### src/rtl/dma_irq_pkg.sv
package dma_irq_pkg;
  localparam int EVT_W    = 6;
  localparam int ST_W     = 7;
  localparam int SYNC_BIT = 6;
  localparam int DROP_BIT = 1;
  localparam int RD_W     = 16;

  function automatic bit has_partner(int ch, int pairs, int ofs);
    return (ch < pairs) || ((ch >= ofs) && (ch < ofs + pairs));
  endfunction

  function automatic int partner_of(int ch, int pairs, int ofs);
    if (ch < pairs) return ch + ofs;
    if ((ch >= ofs) && (ch < ofs + pairs)) return ch - ofs;
    return ch;
  endfunction
endpackage

### src/rtl/dma_irq_ch_stat.sv
module dma_irq_ch_stat
  import dma_irq_pkg::*;
#(
  parameter logic [EVT_W-1:0] IEN_RST = 6'h03
) (
  input  logic             clk_i,
  input  logic             rst_ni,
  input  logic [EVT_W-1:0] evt_i,
  input  logic             sync_act_i,
  input  logic             ien_we_i,
  input  logic [EVT_W-1:0] ien_d_i,
  input  logic             clr_i,
  output logic [ST_W-1:0]  st_o
);
  localparam logic [EVT_W-1:0] DROP_MSK = EVT_W'(1) << DROP_BIT;

  logic [EVT_W-1:0] ien_q;
  logic [EVT_W-1:0] ev_q;
  logic             sync_q;
  logic [EVT_W-1:0] ev_kept;
  logic [EVT_W-1:0] ev_new;

  assign ev_kept = clr_i ? '0 : ev_q;
  assign ev_new  = evt_i & (ien_q | DROP_MSK);

  always_ff @(posedge clk_i or negedge rst_ni) begin
    if (!rst_ni) begin
      ien_q  <= IEN_RST;
      ev_q   <= '0;
      sync_q <= 1'b0;
    end else begin
      if (ien_we_i) ien_q <= ien_d_i;
      // new events win over a same-cycle clear
      ev_q   <= ev_kept | ev_new;
      sync_q <= sync_act_i;
    end
  end

  assign st_o = {sync_q, ev_q};
endmodule

### src/rtl/dma_irq_rd_path.sv
module dma_irq_rd_path
  import dma_irq_pkg::*;
#(
  parameter int NUM_CH    = 16,
  parameter int LEG_PAIRS = 3,
  parameter int PAIR_OFS  = 6,
  localparam int CH_W     = $clog2(NUM_CH)
) (
  input  logic                       rd_en_i,
  input  logic [CH_W-1:0]            rd_ch_i,
  input  logic                       ext_map_i,
  input  logic [NUM_CH-1:0]          compat_dis_i,
  input  logic [NUM_CH-1:0][ST_W-1:0] st_i,
  output logic [RD_W-1:0]            rd_data_o,
  output logic [NUM_CH-1:0]          clr_o
);
  logic [ST_W-1:0]  own;
  logic [EVT_W-1:0] prt;
  logic             pair_ok;
  int               p_idx;

  always_comb begin
    own     = '0;
    prt     = '0;
    pair_ok = 1'b0;
    p_idx   = 0;
    for (int c = 0; c < NUM_CH; c++) begin
      if (rd_ch_i == CH_W'(c)) begin
        own     = st_i[c];
        pair_ok = !ext_map_i && !compat_dis_i[c] && has_partner(c, LEG_PAIRS, PAIR_OFS);
        p_idx   = partner_of(c, LEG_PAIRS, PAIR_OFS);
      end
    end
    for (int c = 0; c < NUM_CH; c++) begin
      if (pair_ok && (p_idx == c)) prt = st_i[c][EVT_W-1:0];
    end
  end

  always_comb begin
    clr_o = '0;
    for (int c = 0; c < NUM_CH; c++) begin
      clr_o[c] = rd_en_i && ((rd_ch_i == CH_W'(c)) || (pair_ok && (p_idx == c)));
    end
  end

  assign rd_data_o = rd_en_i ? (RD_W'(own) | (RD_W'(prt) << EVT_W)) : '0;
endmodule

### src/rtl/dma_irq_line_map.sv
module dma_irq_line_map
  import dma_irq_pkg::*;
#(
  parameter int NUM_CH    = 16,
  parameter int LEG_PAIRS = 3,
  parameter int PAIR_OFS  = 6,
  parameter int LEG_LINES = 6
) (
  input  logic                       ext_map_i,
  input  logic [NUM_CH-1:0][ST_W-1:0] st_i,
  output logic [NUM_CH-1:0]          irq_o
);
  logic [NUM_CH-1:0] any_st;
  logic [NUM_CH-1:0] leg_line;

  for (genvar c = 0; c < NUM_CH; c++) begin : g_line
    localparam bit HP = has_partner(c, LEG_PAIRS, PAIR_OFS);
    localparam int PC = partner_of(c, LEG_PAIRS, PAIR_OFS);
    assign any_st[c] = |st_i[c];
    if (c < LEG_LINES && HP) begin : g_shared
      assign leg_line[c] = any_st[c] | (|st_i[PC]);
    end else if (c < LEG_LINES) begin : g_solo
      assign leg_line[c] = any_st[c];
    end else begin : g_off
      assign leg_line[c] = 1'b0;
    end
    assign irq_o[c] = ext_map_i ? any_st[c] : leg_line[c];
  end
endmodule

### src/rtl/dma_irq_unit.sv
module dma_irq_unit
  import dma_irq_pkg::*;
#(
  parameter int NUM_CH    = 16,
  parameter int LEG_PAIRS = 3,
  parameter int PAIR_OFS  = 6,
  parameter int LEG_LINES = 6,
  parameter logic [EVT_W-1:0] IEN_RST = 6'h03,
  localparam int CH_W     = $clog2(NUM_CH)
) (
  input  logic                        clk_i,
  input  logic                        rst_ni,
  input  logic                        ext_map_i,
  input  logic [NUM_CH-1:0]           compat_dis_i,
  input  logic [NUM_CH-1:0][EVT_W-1:0] evt_i,
  input  logic [NUM_CH-1:0]           sync_act_i,
  input  logic                        wr_en_i,
  input  logic                        wr_sel_i,
  input  logic [CH_W-1:0]             wr_ch_i,
  input  logic [EVT_W-1:0]            wr_data_i,
  input  logic                        rd_en_i,
  input  logic [CH_W-1:0]             rd_ch_i,
  output logic [RD_W-1:0]             rd_data_o,
  output logic [NUM_CH-1:0]           irq_o
);
  logic [NUM_CH-1:0][ST_W-1:0] st_q;
  logic [NUM_CH-1:0]           clr;
  logic [NUM_CH-1:0]           ien_we;

  for (genvar c = 0; c < NUM_CH; c++) begin : g_ch
    // wr_sel_i = 1 targets the read-only status register: dropped
    assign ien_we[c] = wr_en_i && !wr_sel_i && (wr_ch_i == CH_W'(c));

    dma_irq_ch_stat #(.IEN_RST(IEN_RST)) u_stat (
      .clk_i      (clk_i),
      .rst_ni     (rst_ni),
      .evt_i      (evt_i[c]),
      .sync_act_i (sync_act_i[c]),
      .ien_we_i   (ien_we[c]),
      .ien_d_i    (wr_data_i),
      .clr_i      (clr[c]),
      .st_o       (st_q[c])
    );
  end

  dma_irq_rd_path #(
    .NUM_CH(NUM_CH), .LEG_PAIRS(LEG_PAIRS), .PAIR_OFS(PAIR_OFS)
  ) u_rd (
    .rd_en_i      (rd_en_i),
    .rd_ch_i      (rd_ch_i),
    .ext_map_i    (ext_map_i),
    .compat_dis_i (compat_dis_i),
    .st_i         (st_q),
    .rd_data_o    (rd_data_o),
    .clr_o        (clr)
  );

  dma_irq_line_map #(
    .NUM_CH(NUM_CH), .LEG_PAIRS(LEG_PAIRS), .PAIR_OFS(PAIR_OFS), .LEG_LINES(LEG_LINES)
  ) u_line (
    .ext_map_i (ext_map_i),
    .st_i      (st_q),
    .irq_o     (irq_o)
  );
endmodule

### config.mk
export PLATFORM = sky130hd
export DESIGN_NAME = dma_irq_unit
export DESIGN_NICKNAME = d
export VERILOG_FILES = /design/src/rtl/dma_irq_pkg.sv /design/src/rtl/dma_irq_ch_stat.sv /design/src/rtl/dma_irq_rd_path.sv /design/src/rtl/dma_irq_line_map.sv /design/src/rtl/dma_irq_unit.sv
export SDC_FILE = /design/constraint.sdc
export NUM_CORES = 1
export LEC_CHECK = 0
export BUFFER_PORTS_ARGS = -buffer_cell sky130_fd_sc_hd__buf_2
export CAP_MARGIN = 20
export CELL_PAD_IN_SITES_DETAIL_PLACEMENT = 0
export CELL_PAD_IN_SITES_GLOBAL_PLACEMENT = 1
export CORE_AREA = 2 2 145 147
export CTS_BUF_LIST = sky130_fd_sc_hd__clkbuf_16
export DETAILED_ROUTE_END_ITERATION = 8
export DIE_AREA = 0 0 147 149
export GPL_ROUTABILITY_DRIVEN = 0
export GPL_TIMING_DRIVEN = 1
export PLACE_DENSITY_LB_ADDON = 0.1
export RECOVER_POWER = 50
export SLEW_MARGIN = 10
export SYNTH_ARGS = -nofsm -noshare
export SYNTH_HDL_FRONTEND = slang
export SYNTH_SLANG_ARGS = --single-unit
### constraint.sdc
create_clock -name clk_i -period 3.49 [get_ports clk_i]
set_clock_uncertainty 0.2 [all_clocks]
set_input_delay 0.5235 -clock clk_i [delete_from_list [all_inputs] [get_ports clk_i]]
set_output_delay 0.5235 -clock clk_i [all_outputs]
set_load 0.05 [all_outputs]
Yosys cells after proc, flatten, opt, wreduce, memory -nomap -nowiden
Cells that the tools add are included.
- output and inout port bits: 32
- word-level logic and storage cells: 333
- register bits: 208
- muxes and demuxes: 106
- bitwise gates (word level): 36
- equality and inequality tests: 45
- reduce and logical (&&, ||, !) cells: 98
- operator list (kind ; number):
    32-bit two-way mux ; 15
    32-bit by 5-bit == test with 1-bit output (second input constant) ; 8
    6-bit two-way mux ; 32
    32-bit by 4-bit == test with 1-bit output (second input constant) ; 4
    7-bit two-way mux ; 16
    7-bit OR reduction ; 16
    6-bit AND ; 16
    6-bit bitwise OR ; 16
    32-bit by 3-bit == test with 1-bit output (second input constant) ; 2
    4-bit == test (second input constant) ; 16
    1-bit logical AND ; 55
    1-bit two-way mux ; 35
    32-bit by 2-bit == test with 1-bit output (second input constant) ; 1
    4-bit by 3-bit == test with 1-bit output (second input constant) ; 8
    32-bit logical NOT ; 1
    4-bit by 2-bit == test with 1-bit output (second input constant) ; 4
    1-bit logical OR ; 16
    16-bit two-way mux ; 1
    3-bit two-way mux ; 5
    7-bit by 12-bit bitwise OR with 12-bit output ; 1
    4-bit by 1-bit == test with 1-bit output (second input constant) ; 2
    1-bit logical NOT ; 8
    4-bit logical NOT ; 2
    4-bit two-way mux ; 2
    1-bit bitwise OR ; 3

Logic depth before layout (Yosys ltp)
Gate-level depths: netlist of run 1.
- depth after elaboration: 39
- gate-level depth with buffers: 10
- depth with buffers taken out: 6

Cells and area by module
Synthesis of run 1 repeated with hierarchy kept, for this count alone.
- cells, all modules: 791
- area total of the unflattened synthesis: 9360.2 µm²
- modules (own cells, without submodules) (module ; cells each ; sequential area each (µm²) ; times used ; area an instance (µm²)):
    dma_irq_ch_stat ; 25 ; 301.5 ; 16 ; 420.4
    dma_irq_rd_path ; 319 ; 0.0 ; 1 ; 2149.6
    dma_irq_line_map ; 49 ; 0.0 ; 1 ; 352.8
    dma_irq_unit ; 23 ; 0.0 ; 1 ; 131.4

Least setup slack after synthesis of run 1
OpenSTA, ideal clock, no wires.
- path type: input to output
- from: in rd_ch_i[1]
- to: out rd_data_o[7]
- path slack: -0.444 ns
- stages: 8
- data required time: 2.766 ns
- arrival: 3.211 ns
- cells stage by stage: buf_2 > and3b_1 > a311o_1 > a22oi_4 > and2_1 > clkbuf_1 > a21oi_1 > a221oi_1
- cells in the longest elaborated chain, start to end: 37
- elaborated cells on any way between the ends: 98
- classes of those cells: eq/ne: 30; mux: 49; bitwise: 1; reduce/logical: 18
- RTL lines (what ; line ; RTL):
    start: declaration ; dma_irq_unit.sv:22 ; input logic [CH_W-1:0] rd_ch_i,
    4-bit logical NOT ; dma_irq_rd_path.sv:28 ; if (rd_ch_i == CH_W'(c)) begin
    3-bit two-way mux ; dma_irq_rd_path.sv:28 ;
    32-bit two-way mux (15 in a row) ; dma_irq_rd_path.sv:28 ;
    32-bit logical NOT ; dma_irq_rd_path.sv:35 ; if (pair_ok && (p_idx == c)) prt = st_i[c][EVT_W-1:0];
    1-bit logical AND ; dma_irq_rd_path.sv:35 ;
    6-bit two-way mux (15 in a row) ; dma_irq_rd_path.sv:35 ;
    6-bit two-way mux (*) ; dma_irq_rd_path.sv:35 ;
    7-bit by 12-bit bitwise OR with 12-bit output (*) ; dma_irq_rd_path.sv:46 ; assign rd_data_o = rd_en_i ? (RD_W'(own) | (RD_W'(prt) << EVT_W)) : '0;
    16-bit two-way mux (*) ; dma_irq_rd_path.sv:46 ;
    end: declaration ; dma_irq_unit.sv:23 ; output logic [RD_W-1:0] rd_data_o,
Every way passes the cells marked *; elsewhere a longest branch is shown, timed or not.

Worst setup path after layout of run 1
- from: in rd_ch_i[0]
- to: out rd_data_o[6]
- cells in the longest elaborated chain, start to end: 37
- elaborated cells on any way between the ends: 114
- classes of those cells: eq/ne: 30; mux: 65; bitwise: 1; reduce/logical: 18
- RTL lines (what ; line):
    4-bit logical NOT ; dma_irq_rd_path.sv:28
    3-bit two-way mux ; dma_irq_rd_path.sv:28
    32-bit two-way mux (15 in a row) ; dma_irq_rd_path.sv:28
    32-bit logical NOT ; dma_irq_rd_path.sv:35
    1-bit logical AND ; dma_irq_rd_path.sv:35
    6-bit two-way mux (16 in a row) ; dma_irq_rd_path.sv:35
    7-bit by 12-bit bitwise OR with 12-bit output (*) ; dma_irq_rd_path.sv:46
    16-bit two-way mux (*) ; dma_irq_rd_path.sv:46
Marks and branches as above.

==> results.json, run 1 <==
{
  "r2r_start": "g_ch[7].u_stat.ev_q[0]",
  "grt_max_degree": 78,
  "synth.area.top_cells": "dfrtp_1, mux2_2, a22o_1, dfstp_2, mux4_2",
  "coreArea_mm2": 0.0206,
  "drt_iter0_drc": 542,
  "port_buffers": 164,
  "dieArea_mm2": 0.0219,
  "path_max_fanout": 22,
  "synth_top_area_cell": "dfrtp_1",
  "r2r-end": "g_ch[7].u_stat.ev_q[0]",
  "slew_viol_final": 77,
  "min_path_cells": 2,
  "start_util": 0.429,
  "max-cap-violations": 1,
  "r2r_setup_slack_ps": 2490,
  "cts_tree": "built",
  "synthArstFlopShare": 1.00,
  "arrival_ps": 2710,
  "clk_latency_ps": 440,
  "antenna_found_initial": 0,
  "grt_setup_unrepaired": "false",
  "area_delta_synth_final_pct": 23.4,
  "status": "finished, violations left",
  "drive_gt1_frac": 0.381,
  "cts.htree.levels": 4,
  "via_per_inst": 5.84,
  "slew-limit-headroom": -0.368,
  "cts_setup_buffers": 0,
  "vias": 7012,
  "drcViolationCount": 0,
  "grtUsageTotal": 0.260,
  "period_share": 0.984,
  "finalWorstPathRequiredPeriod_ps": 3430,
  "setup_ws_ps": 55.4,
  "total_leakage_power_nw": 4.84,
  "final_nets": 1060,
  "synth_area_mm2": 0.00881,
  "yosysTopAreaCellShare": 0.500,
  "first_global_vias": 7202,
  "root_buffer": "clkbuf_16",
  "peakVddDrop_uv": 288,
  "rows": 53,
  "yosysSeqAreaShare": 0.547,
  "synth_seq_cells": 192,
  "cts_resized": 0,
  "cts.sinks": 192,
  "total_power_mw": 6.13,
  "setup_viol": 0,
  "clk_pin_slew_ps": 80,
  "reg2regPathDepth": 1,
  "worstPathRequired_ps": 2770,
  "violations": "capacitance limit, slew limit",
  "die_y_um": 149,
  "cts_buffers": 17,
  "grt_pass1_wl_um": 42600,
  "hp-class": "in2reg",
  "worst_slew_pin_slew_ps": 2050,
  "synth_common_cells": "dfrtp_1, mux2_2, a22o_1",
  "postCtsHoldBufs": 17,
  "io_pins": 180,
  "wl_per_cell_um": 23.3,
  "endpoint_kind": "primary output",
  "setup-tns-final_ps": 0,
  "multiInputGateArea_mm2": 0.00384,
  "clockBufferDepth": 2,
  "fillers": 1819,
  "p_per_area_mw_per_mm2": 564,
  "critPathLaunch": "rd_ch_i[0]",
  "yosys_warnings": 0,
  "max_freq_ghz": 0.291,
  "post-place-ws_ps": 171,
  "timing_hold_violations_final": 0,
  "post-synth-top-count-cell": "dfrtp_1",
  "worstSetupPathType": "in2out",
  "hold_start": "evt_i[7]",
  "ant_nets": 0,
  "synthCells": 717,
  "grt-ovfl-total": 0,
  "min_to": "g_ch[1].u_stat.ev_q[1]",
  "synth-edff-count": 0,
  "die_x_um": 147,
  "cp-start-kind": "primary input",
  "syn_avg_cell_area_um2": 12.3,
  "synthFlopType": "dfrtp_1",
  "synth_cell_types": 53,
  "dr.pass1.iters": 6,
  "final-seq-area_mm2": 0.00482,
  "dp_hpwl_um": 20500,
  "routed_wl_um": 28000,
  "n_antenna_cell": 0
}
[logic make-up after synthesis]
group | count (synthesis) | synth area share
compound gates | 201 | 0.175
flops | 192 | 0.547
simple gates | 163 | 0.0948
mux | 119 | 0.161
buf+inv | 41 | 0.0212
other cells | 1 | 0.000425
[flip-flops by register name, indices dropped and copies added, names as in the netlist]
register            flops
g_ch.u_stat.ev_q       96
g_ch.u_stat.sync_q     16
g_ch.u_stat.ien_q      80
[layer usage]
metal	routed length (um)	up-vias	track usage
li1	-	3118	-
met1	13300	3576	0.386
met2	12500	279	0.394
met3	1670	39	0.0474
met4	550	0	0.0721
met5	0	-	0
[power by group]
part	internal (mW)	leakage (nW)	total (mW)	switching, mW
registers	2.67	2.11	3.08	0.405
clock network	1.04	0.303	2.02	0.984
logic	0.543	2.43	1.03	0.492
total	4.25	4.84	6.13	1.88
[critical path: stages]
cell	delay (ps)
clkbuf_1	270
buf_12	230
buf_4	250
mux4_2	520
mux2i_1	300
o221ai_1	160
o21a_1	220
buf_2	220
[how the worst max path moves through the flow]
stage	endpoint	slack [ps]	cells past startpoint
2_1_floorplan	rd_data_o[7]	20	8
3_3_place_gp	rd_data_o[8]	180	9
3_5_place_dp	rd_data_o[8]	170	9
4_1_cts	rd_data_o[8]	150	9
5_1_grt	rd_data_o[5]	10	9
6_report	rd_data_o[6]	60	8
[cell type report]
class / instances / share of cell area
sequential: 192 / 0.444
multi-input combinational: 487 / 0.353
timing repair buffer: 211 / 0.113
clock buffer: 17 / 0.0391
tap: 275 / 0.0316
clock inverter: 15 / 0.0180
inverter: 3 / 0.00104
[per-stage QoR]
stage	hold slack (ps)	cell area (um2)	instances	utilization
3_3_place_gp	273	10100	1151	0.492
4_1_cts	37.9	10900	1200	0.530
5_1_grt	49.7	10900	1200	0.529
2_1_floorplan	27.9	8850	720	-
3_5_place_dp	284	10100	1151	0.492
6_report	51.1	10900	1200	0.529
[placed cells by master (no fill, tap or decap), types with 17 or more instances in the layout]
cell type / n
o21ai_0: 19
nand2_1: 39
buf_4: 22
a21oi_1: 24
nor4_1: 18
a22o_1: 84
dlygate4sd3_1: 17
mux2_2: 94
nor3_1: 18
buf_2: 160
dfrtp_1: 176
a21o_1: 19
nor2_1: 30
clkbuf_16: 17
(Power assumes the default switching activity.)
==> inputs of run 2 (changes only) <==
--- a/config.mk
+++ b/config.mk
@@ -10,7 +10,6 @@
 export CELL_PAD_IN_SITES_DETAIL_PLACEMENT = 0
 export CELL_PAD_IN_SITES_GLOBAL_PLACEMENT = 1
 export CORE_AREA = 2 2 145 147
-export CTS_BUF_LIST = sky130_fd_sc_hd__clkbuf_16
 export DETAILED_ROUTE_END_ITERATION = 8
 export DIE_AREA = 0 0 147 149
 export GPL_ROUTABILITY_DRIVEN = 0
==> results.json, run 2 (same netlist as run 1, synthesis figures left out) <==
{
  "status": "finished, violations left",
  "violations": "capacitance limit, slew limit",
  "clk_pin_slew_ps": 80,
  "start_util": 0.429,
  "grt_max_degree": 78,
  "cts.htree.levels": 4,
  "r2r_setup_slack_ps": 2490,
  "grtUsageTotal": 0.260,
  "area_delta_synth_final_pct": 23.4,
  "p_clk_frac": 0.330,
  "clockBufferDepth": 2,
  "arrival_ps": 2710,
  "power_frac_seq": 0.501,
  "finalWorstPathRequiredPeriod_ps": 3430,
  "cts_buffers": 17,
  "grt-ovfl-total": 0,
  "final_cell_mix": "dfrtp_1, buf_2, mux2_2",
  "r2r_start": "g_ch[7].u_stat.ev_q[0]",
  "coreArea_mm2": 0.0206,
  "n_antenna_cell": 0,
  "first_global_vias": 7202,
  "worstPathRequired_ps": 2770,
  "slew_viol_final": 77,
  "path_max_fanout": 22,
  "cts_tree": "built",
  "drt_iter0_drc": 542,
  "ant_nets": 0,
  "io_pins": 180,
  "dp_hpwl_um": 20500,
  "power_switching_mw": 1.88,
  "final_nets": 1060,
  "die_x_um": 147,
  "critPathLaunch": "rd_ch_i[0]",
  "cts.sinks": 192,
  "clk_latency_ps": 440,
  "cts_resized": 0,
  "setup_viol": 0,
  "max_freq_ghz": 0.291,
  "worst_slew_pin_slew_ps": 2050,
  "slew-limit-headroom": -0.368,
  "p_per_area_mw_per_mm2": 564,
  "final_cells": 1200,
  "timing_hold_violations_final": 0,
  "reg2regPathDepth": 1,
  "dr.pass1.iters": 6,
  "hp-class": "in2reg",
  "die_y_um": 149,
  "numPlacedInstances": 1151,
  "dieArea_mm2": 0.0219,
  "cts_setup_buffers": 0,
  "peakVddDrop_uv": 288,
  "grt_pass1_wl_um": 42600,
  "drive_gt1_frac": 0.381,
  "antenna_found_initial": 0,
  "swShare": 0.307,
  "pwr-share-comb": 0.169,
  "grt_setup_unrepaired": "false",
  "total_leakage_power_nw": 4.84,
  "postCtsHoldBufs": 17,
  "routed_wl_um": 28000,
  "mostFrequentLayoutCell": "dfrtp_1",
  "crit_end": "rd_data_o[6]",
  "root_buffer": "clkbuf_16",
  "setup-tns-final_ps": 0,
  "total_power_mw": 6.13,
  "vias": 7012,
  "worstSetupPathType": "in2out",
  "fillers": 1819,
  "rows": 53,
  "final_util": 0.529,
  "largest_register_ffs": 96,
  "via_per_inst": 5.84,
  "period_share": 0.984,
  "top_register": "g_ch.u_stat.ev_q",
  "cp-start-kind": "primary input",
  "max-cap-violations": 1,
  "r2r-end": "g_ch[7].u_stat.ev_q[0]",
  "wl_per_cell_um": 23.3,
  "endpoint_kind": "primary output",
  "port_buffers": 164,
  "reg.largest.list": "g_ch.u_stat.ev_q x96, g_ch.u_stat.ien_q x80, g_ch.u_stat.sync_q x16",
  "drcViolationCount": 0,
  "worst_hold_slack_ps": 51.1,
  "p_int_mw": 4.25
}
[run 2: cell types whose count changed in the layout (fill, tap and decap cells not counted)]
cell and change:
clkbuf_1 +1, inv_1 -1
[run 2: critical path: stages]
cell and delay, ps:
clkbuf_1 270, buf_12 230, buf_4 250, mux4_2 520, mux2i_1 300, o221ai_1 160, o21a_1 220, buf_2 220
[run 2: final cells by class]
class                           instances  area, um2  area share
Sequential cell                       192       4820       0.444
Clock inverter                         14        191      0.0176
Multi-Input combinational cell        487       3840       0.353
Tap cell                              275        344      0.0316
Clock buffer                           18        429      0.0395
Timing Repair Buffer                  211       1230       0.113
Inverter                                3       11.3     0.00104
[run 2: worst min-delay path by stage]
stage | from | endpoint | slack, ps | depth (start not counted)
after CTS | evt_i[7] | g_ch[1].u_stat.ev_q[1] | 40 | 2
after detailed placement | g_ch[6].u_stat.ien_q[3] | g_ch[6].u_stat.ev_q[3] | 280 | 1
after global routing | evt_i[67] | g_ch[11].u_stat.ev_q[1] | 50 | 2
final | evt_i[7] | g_ch[1].u_stat.ev_q[1] | 50 | 2
after floorplan | rst_ni | g_ch[0].u_stat.ev_q[0] | 30 | 0
after global placement | g_ch[9].u_stat.ien_q[5] | g_ch[9].u_stat.ev_q[5] | 270 | 1
[run 2: per-stage QoR]
stage	setup WS, ps	cell area [um2]
6_report	55.4	10900
5_1_grt	13.1	10900
4_1_cts	151	10900
3_5_place_dp	171	10100
3_3_place_gp	180	10100
2_1_floorplan	19.7	8850
[run 2: power by group through the flow]
stage | Clock, mW | Sequential [mW] | Combinational, mW
2_1_floorplan | 0 | 2.92 | 0.707
3_3_place_gp | 0 | 3.08 | 0.989
3_5_place_dp | 0 | 3.10 | 1.02
4_1_cts | 2.06 | 3.06 | 1.04
5_1_grt | 2.16 | 3.12 | 1.13
6_report | 2.02 | 3.08 | 1.03
[run 2: per-layer routing]
metal,GRT usage,routed length (um)
met1,0.386,13300
met2,0.394,12500
met3,0.0474,1670
met4,0.0721,550
met5,0,0
